### src/rtl/undo_log_pkg.sv
package undo_log_pkg;
  localparam int DEF_REG_W   = 3;
  localparam int DEF_DELTA_W = 4;
  localparam int DEF_DEPTH   = 2;

  typedef enum logic {
    PH_IDLE   = 1'b0,
    PH_REPLAY = 1'b1
  } phase_e;
endpackage

### src/rtl/undo_log_store.sv
module undo_log_store #(
  parameter int REG_W   = 3,
  parameter int DELTA_W = 4,
  parameter int DEPTH   = 2,
  parameter int CW      = $clog2(DEPTH + 1)
) (
  input  logic               clk,
  input  logic               rst,
  input  logic               push_i,
  input  logic               retire_i,
  input  logic               restart_i,
  input  logic [REG_W-1:0]   rec_reg_i,
  input  logic [DELTA_W-1:0] rec_delta_i,
  input  logic [CW-1:0]      rd_idx_i,
  output logic [CW-1:0]      count_o,
  output logic               ovf_o,
  output logic [REG_W-1:0]   rd_reg_o,
  output logic [DELTA_W-1:0] rd_delta_o
);
  localparam int IW = (DEPTH > 1) ? $clog2(DEPTH) : 1;
  localparam logic [CW-1:0] FULL = CW'(DEPTH);

  logic [REG_W-1:0]   reg_mem [DEPTH];
  logic [DELTA_W-1:0] dlt_mem [DEPTH];
  logic [CW-1:0]      cnt;
  logic               ovf;
  logic               has_room;
  logic               we;
  logic [CW-1:0]      waddr;

  always_comb begin
    has_room = (cnt < FULL);
    waddr    = retire_i ? '0 : cnt;
    we       = push_i && !restart_i && (retire_i || has_room);
  end

  // Storage without reset so it maps onto distributed RAM
  always_ff @(posedge clk) begin
    if (we) begin
      reg_mem[IW'(waddr)] <= rec_reg_i;
      dlt_mem[IW'(waddr)] <= rec_delta_i;
    end
  end

  always_ff @(posedge clk) begin
    if (rst) begin
      cnt <= '0;
      ovf <= 1'b0;
    end else begin
      if (restart_i)     cnt <= '0;
      else if (retire_i) cnt <= push_i ? CW'(1) : '0;
      else if (we)       cnt <= cnt + CW'(1);

      if (retire_i)                                 ovf <= 1'b0;
      else if (push_i && !has_room && !restart_i)   ovf <= 1'b1;
    end
  end

  assign count_o    = cnt;
  assign ovf_o      = ovf;
  assign rd_reg_o   = reg_mem[IW'(rd_idx_i)];
  assign rd_delta_o = dlt_mem[IW'(rd_idx_i)];
endmodule

### src/rtl/undo_log_replay.sv
module undo_log_replay
  import undo_log_pkg::*;
#(
  parameter int REG_W   = 3,
  parameter int DELTA_W = 4,
  parameter int CW      = 2
) (
  input  logic               clk,
  input  logic               rst,
  input  logic               start_i,
  input  logic [CW-1:0]      count_i,
  input  logic [REG_W-1:0]   rd_reg_i,
  input  logic [DELTA_W-1:0] rd_delta_i,
  output logic [CW-1:0]      rd_idx_o,
  output logic               finish_o,
  output logic               busy_o,
  output logic               wr_valid_o,
  output logic [REG_W-1:0]   wr_reg_o,
  output logic [DELTA_W-1:0] wr_delta_o,
  output logic               done_o
);
  phase_e        ph;
  logic [CW-1:0] left;
  logic          first;
  logic          step;

  always_comb begin
    first    = (ph == PH_IDLE) && start_i && (count_i != '0);
    step     = (ph == PH_REPLAY) && (left != '0);
    finish_o = ((ph == PH_REPLAY) && (left == '0)) ||
               ((ph == PH_IDLE) && start_i && (count_i == '0));
    rd_idx_o = (ph == PH_IDLE) ? count_i - CW'(1) : left - CW'(1);
  end

  always_ff @(posedge clk) begin
    if (rst) begin
      ph         <= PH_IDLE;
      left       <= '0;
      wr_valid_o <= 1'b0;
      wr_reg_o   <= '0;
      wr_delta_o <= '0;
      done_o     <= 1'b0;
    end else begin
      wr_valid_o <= first || step;
      done_o     <= finish_o;
      if (first || step) begin
        wr_reg_o   <= rd_reg_i;
        wr_delta_o <= DELTA_W'(0) - rd_delta_i;
        left       <= rd_idx_o;
      end
      if (first)         ph <= PH_REPLAY;
      else if (finish_o) ph <= PH_IDLE;
    end
  end

  assign busy_o = (ph == PH_REPLAY);
endmodule

### src/rtl/regmod_undo_log.sv
module regmod_undo_log
  import undo_log_pkg::*;
#(
  parameter int REG_W   = DEF_REG_W,
  parameter int DELTA_W = DEF_DELTA_W,
  parameter int DEPTH   = DEF_DEPTH
) (
  input  logic               clk,
  input  logic               rst,
  input  logic               retire_i,
  input  logic               rec_valid_i,
  input  logic [REG_W-1:0]   rec_reg_i,
  input  logic [DELTA_W-1:0] rec_delta_i,
  input  logic               rollback_i,
  output logic               wr_valid_o,
  output logic [REG_W-1:0]   wr_reg_o,
  output logic [DELTA_W-1:0] wr_delta_o,
  output logic               done_o,
  output logic               busy_o,
  output logic               overflow_o
);
  localparam int CW = $clog2(DEPTH + 1);

  logic               push;
  logic               retire_ok;
  logic               start;
  logic               finish;
  logic [CW-1:0]      count;
  logic [CW-1:0]      rd_idx;
  logic [REG_W-1:0]   rd_reg;
  logic [DELTA_W-1:0] rd_delta;
  logic               busy;

  // Rollback outranks record and retire; a replay blocks all three
  always_comb begin
    start     = rollback_i && !busy;
    push      = rec_valid_i && !busy && !rollback_i;
    retire_ok = retire_i && !busy && !rollback_i;
  end

  undo_log_store #(
    .REG_W(REG_W), .DELTA_W(DELTA_W), .DEPTH(DEPTH), .CW(CW)
  ) store_i (
    .clk(clk), .rst(rst),
    .push_i(push), .retire_i(retire_ok), .restart_i(finish),
    .rec_reg_i(rec_reg_i), .rec_delta_i(rec_delta_i),
    .rd_idx_i(rd_idx), .count_o(count), .ovf_o(overflow_o),
    .rd_reg_o(rd_reg), .rd_delta_o(rd_delta)
  );

  undo_log_replay #(
    .REG_W(REG_W), .DELTA_W(DELTA_W), .CW(CW)
  ) replay_i (
    .clk(clk), .rst(rst),
    .start_i(start), .count_i(count),
    .rd_reg_i(rd_reg), .rd_delta_i(rd_delta),
    .rd_idx_o(rd_idx), .finish_o(finish), .busy_o(busy),
    .wr_valid_o(wr_valid_o), .wr_reg_o(wr_reg_o),
    .wr_delta_o(wr_delta_o), .done_o(done_o)
  );

  assign busy_o = busy;
endmodule

### config.mk
export PLATFORM = sky130hd
export DESIGN_NAME = regmod_undo_log
export DESIGN_NICKNAME = d
export VERILOG_FILES = /design/src/rtl/undo_log_pkg.sv /design/src/rtl/undo_log_store.sv /design/src/rtl/undo_log_replay.sv /design/src/rtl/regmod_undo_log.sv
export SDC_FILE = /design/constraint.sdc
export NUM_CORES = 1
export LEC_CHECK = 0
export BUFFER_PORTS_ARGS = -buffer_cell sky130_fd_sc_hd__clkbuf_2
export CAP_MARGIN = 20
export CORE_MARGIN = 8
export CORE_UTILIZATION = 53
export CTS_CLUSTER_DIAMETER = 50
export DETAILED_ROUTE_END_ITERATION = 8
export GPL_ROUTABILITY_DRIVEN = 0
export PLACE_DENSITY = 0.77
export SYNTH_ARGS = -nofsm -noshare
export SYNTH_HDL_FRONTEND = slang
export SYNTH_SLANG_ARGS = --single-unit
### constraint.sdc
create_clock -name clk -period 2.14 [get_ports clk]
set_clock_uncertainty 0.1 [all_clocks]
set_input_delay 0.214 -clock clk [delete_from_list [all_inputs] [get_ports clk]]
set_output_delay 0.214 -clock clk [all_outputs]
set_load 0.02 [all_outputs]
==> flow_summary.ini <==
[placed_design]
portBuffers = 22
dp_hpwl_mm = 1.47
place_area_um2 = 1360

[yosys]
synth_top_area_cell = edfxtp_1
ys.flop_type = dfxtp_1
synthCells = 94
synth_top_family_by_area = compound AO/OA/AOI/OAI gates
ys_warn_count = 0
synth-compound-area-share_pct = 12.8
synth_area_leaders = edfxtp_1 (35%), dfxtp_1 (25%), mux2i_1 (8.2%), a211oi_2 (6.2%), nor2_1 (4.0%)
synth-async-reset-ratio_pct = 0
synth_xor_area_share_pct = 2.88
yosys.area_share.simple_pct = 9.87
synth_area_um2 = 1220
yosysSeqAreaShare_pct = 59.2
synth_fa_ha_area_share_pct = 2.06
syn-num-nets = 108
avgSynthCellArea_um2 = 13.0
ys_ff_latch = 29
yosysTopAreaCellShare_pct = 34.5
synth_mux_area_share_pct = 10.1
synth_edf_count = 14
synthDistinctLibCells = 25

[final_layout]
area_growth_pct = 21.8
fin_nets = 145
most-common-layout-cells = clkbuf_2 (22), dfxtp_1 (15), edfxtp_1 (14)
antennaDiodeCount = 0
mostFrequentLayoutCell = clkbuf_2
final_layout_size_suffix_gt1_share_pct = 30.3
final_area_um2 = 1480

[grt]
grt_pass1_vias = 769
grt_pass1_wl_mm = 3.28
busiest_layer = met2
gr-usage-met3_pct = 6.27
grt_max_degree = 16
met1_usage_pct = 11.1
grtUsageTotal_pct = 10.7
antenna_found_initial = 0
grtUsageMet2_pct = 15.6
overflow = 0

[routing]
drtIter0Drc = 23
viasPerCell = 5.16
num_vias = 826
drt-total-wl_mm = 2.09
drc = 0
dr.pass1.iters = 4
avgRoutedWirePerCell_um = 13.0
ant_nets = 0

[flow_run]
max_cap_viol_count = 0

[clock_network]
numCtsBuffers = 5
clk_latency_ns = 0.32
ctsRootBufferMaster = clkbuf_4
clkSinkCount = 29
htree_levels = 2
cts_buffer_depth = 2
clkTransAtPathRegs_ns = 0.09
cts_tree = built

[worst_setup_path]
critical_path.top_delay_family = flip-flops
cp-end-kind = register
ff2ff_setup_slack_ns = 0.32
max_stage_delay_ns = 0.41
critPathLaunchType = register
reg2reg_depth = 6
critPathBufInv = 1
cp_cell_sequence = inv_1 -> ha_1 -> nor2b_1 -> o21a_4 -> mux2i_1 -> nor2_1
r2r_end = replay_i.wr_delta_o[1]
crit_type = reg2reg
cp.required_ns = 2.25
cp.depth = 6
cp.arrival_ns = 1.92
worst-path-max-fanout = 15
slowest_stage = dfxtp_1
rr_startpoint = store_i.count_o[0]
worstSetupEndpoint = replay_i.wr_delta_o[1]
crit_start = store_i.count_o[0]

[pwr]
seqPwrFrac_pct = 59.4
p_per_area_nw_per_um2 = 696
cell_internal_pwr_w = 0.000776
swShare_pct = 24.8
ir_worst_vdd_uv = 548
p_switching_w = 0.000256
power_leakage_nw = 0.596
pwr-share-clk_pct = 28.9
comb_power_share_pct = 11.8

[timing]
report.final.setup_viol = 0
finalSetupTns_ns = 0
hold_viol = 0
fin_crit_sh_pct = 85.0
post-route-min-period_ns = 1.82
grt_setup_unrepaired = no
drv_slew = 0
slew_headroom_pct = 73.6
fmax_ghz = 0.550
tightest_slew_ns = 0.392

[worst_hold_path]
hold_path_class = in2reg

[die]
die_w_um = 63.9
chipHeight_um = 63.9
io_pins = 23
num_rows = 17
coreArea_um2 = 2190
start_util_pct = 55.6
die_area_um2 = 4090

[run_status]
status = complete, no violations
[kinds of logic (layout without fill, tap and decap cells)]
group,Yosys count,count (layout)
muxes,11,11
AOI/OAI and AO/OA,17,17
xor gates and xnor gates,4,4
DFF,29,29
buffers and inverters,5,43
and+or+nand+nor,26,26
adders and majority gates,2,2
[through the flow]
| stage | hold slack, ns | cells | util [%] | total power (W) | setup WS [ns] |
|---|---|---|---|---|---|
| global route | 0.120 | 160 | 67.7 | 0.00108 | 0.179 |
| CTS | 0.0956 | 160 | 67.7 | 0.00104 | 0.317 |
| finish | 0.112 | 160 | 67.7 | 0.00103 | 0.322 |
| floorplan | 0.186 | 94 | - | 0.000702 | 0.0719 |
| global placement | 0.303 | 145 | 62.2 | 0.000735 | 0.399 |
| detailed placement | 0.306 | 145 | 62.2 | 0.000737 | 0.332 |
[cell type report]
| class | count | area (µm²) |
|---|---|---|
| Tap cell | 28 | 35.0 |
| Inverter | 2 | 7.51 |
| Sequential cell | 29 | 721 |
| Multi-Input combinational cell | 60 | 459 |
| Clock inverter | 3 | 12.5 |
| Clock buffer | 5 | 37.5 |
| Fill cell | 173 | 708 |
| Timing Repair Buffer | 33 | 210 |
[registers in the layout, indices dropped and copies added (netlist names)]
register,flops
store_i.dlt_mem,8
store_i.reg_mem,6
replay_i.left,2
store_i.count_o,2
replay_i.wr_delta_o,4
replay_i.busy_o,1
replay_i.done_o,1
store_i.ovf_o,1
replay_i.wr_reg_o,3
replay_i.wr_valid_o,1
[cells in the mapped netlist, drive strengths merged (3+ instances only)]
master and count:
nand2 3, mux2i 11, buf 3, edfxtp 14
a211oi 6, xnor2 4, dfxtp 15, nor2 13
o21a 3, nor2b 4, nor3 3
[worst min-delay path, delay by kind of cell]
family,cells,cell delay [ns]
buf+inv,1,0.11
simple gates,1,0.07
compound gates,1,0.09
[power groups by stage]
stage / Clock, W / Sequential (W) / Combinational (W)
after floorplan: 0 / 0.000637 / 0.0000651
after global routing: 0.000334 / 0.000615 / 0.000133
after detailed placement: 0 / 0.000626 / 0.000111
after global placement: 0 / 0.000625 / 0.000110
after CTS: 0.000310 / 0.000613 / 0.000122
final: 0.000298 / 0.000612 / 0.000122
[how the worst min path moves through the flow]
stage	from	end	depth (start not counted)
2_1_floorplan	rst	replay_i.busy_o	1
3_3_place_gp	rec_delta_i[2]	store_i.dlt_mem[0][2]	1
3_5_place_dp	rec_reg_i[2]	store_i.reg_mem[1][2]	1
4_1_cts	rec_valid_i	store_i.ovf_o	3
5_1_grt	rec_valid_i	store_i.ovf_o	3
6_report	rec_valid_i	store_i.ovf_o	3
[timing repair]
action | 4_1_cts | 5_1_grt
hold buffers | 7 | 0
resized for setup | 0 | 0
buffers inserted | 0 | 0
hold endpoints to repair | 14 | 0
[layer usage]
layer / routed length, µm / part of all wire (%) / up-vias
met5: 0 / 0 / -
met4: 61 / 2.9 / 0
met3: 168 / 8.1 / 8
met2: 914 / 44 / 27
met1: 942 / 45 / 377
li1: - / - / 414
(Power assumes the default switching activity.)
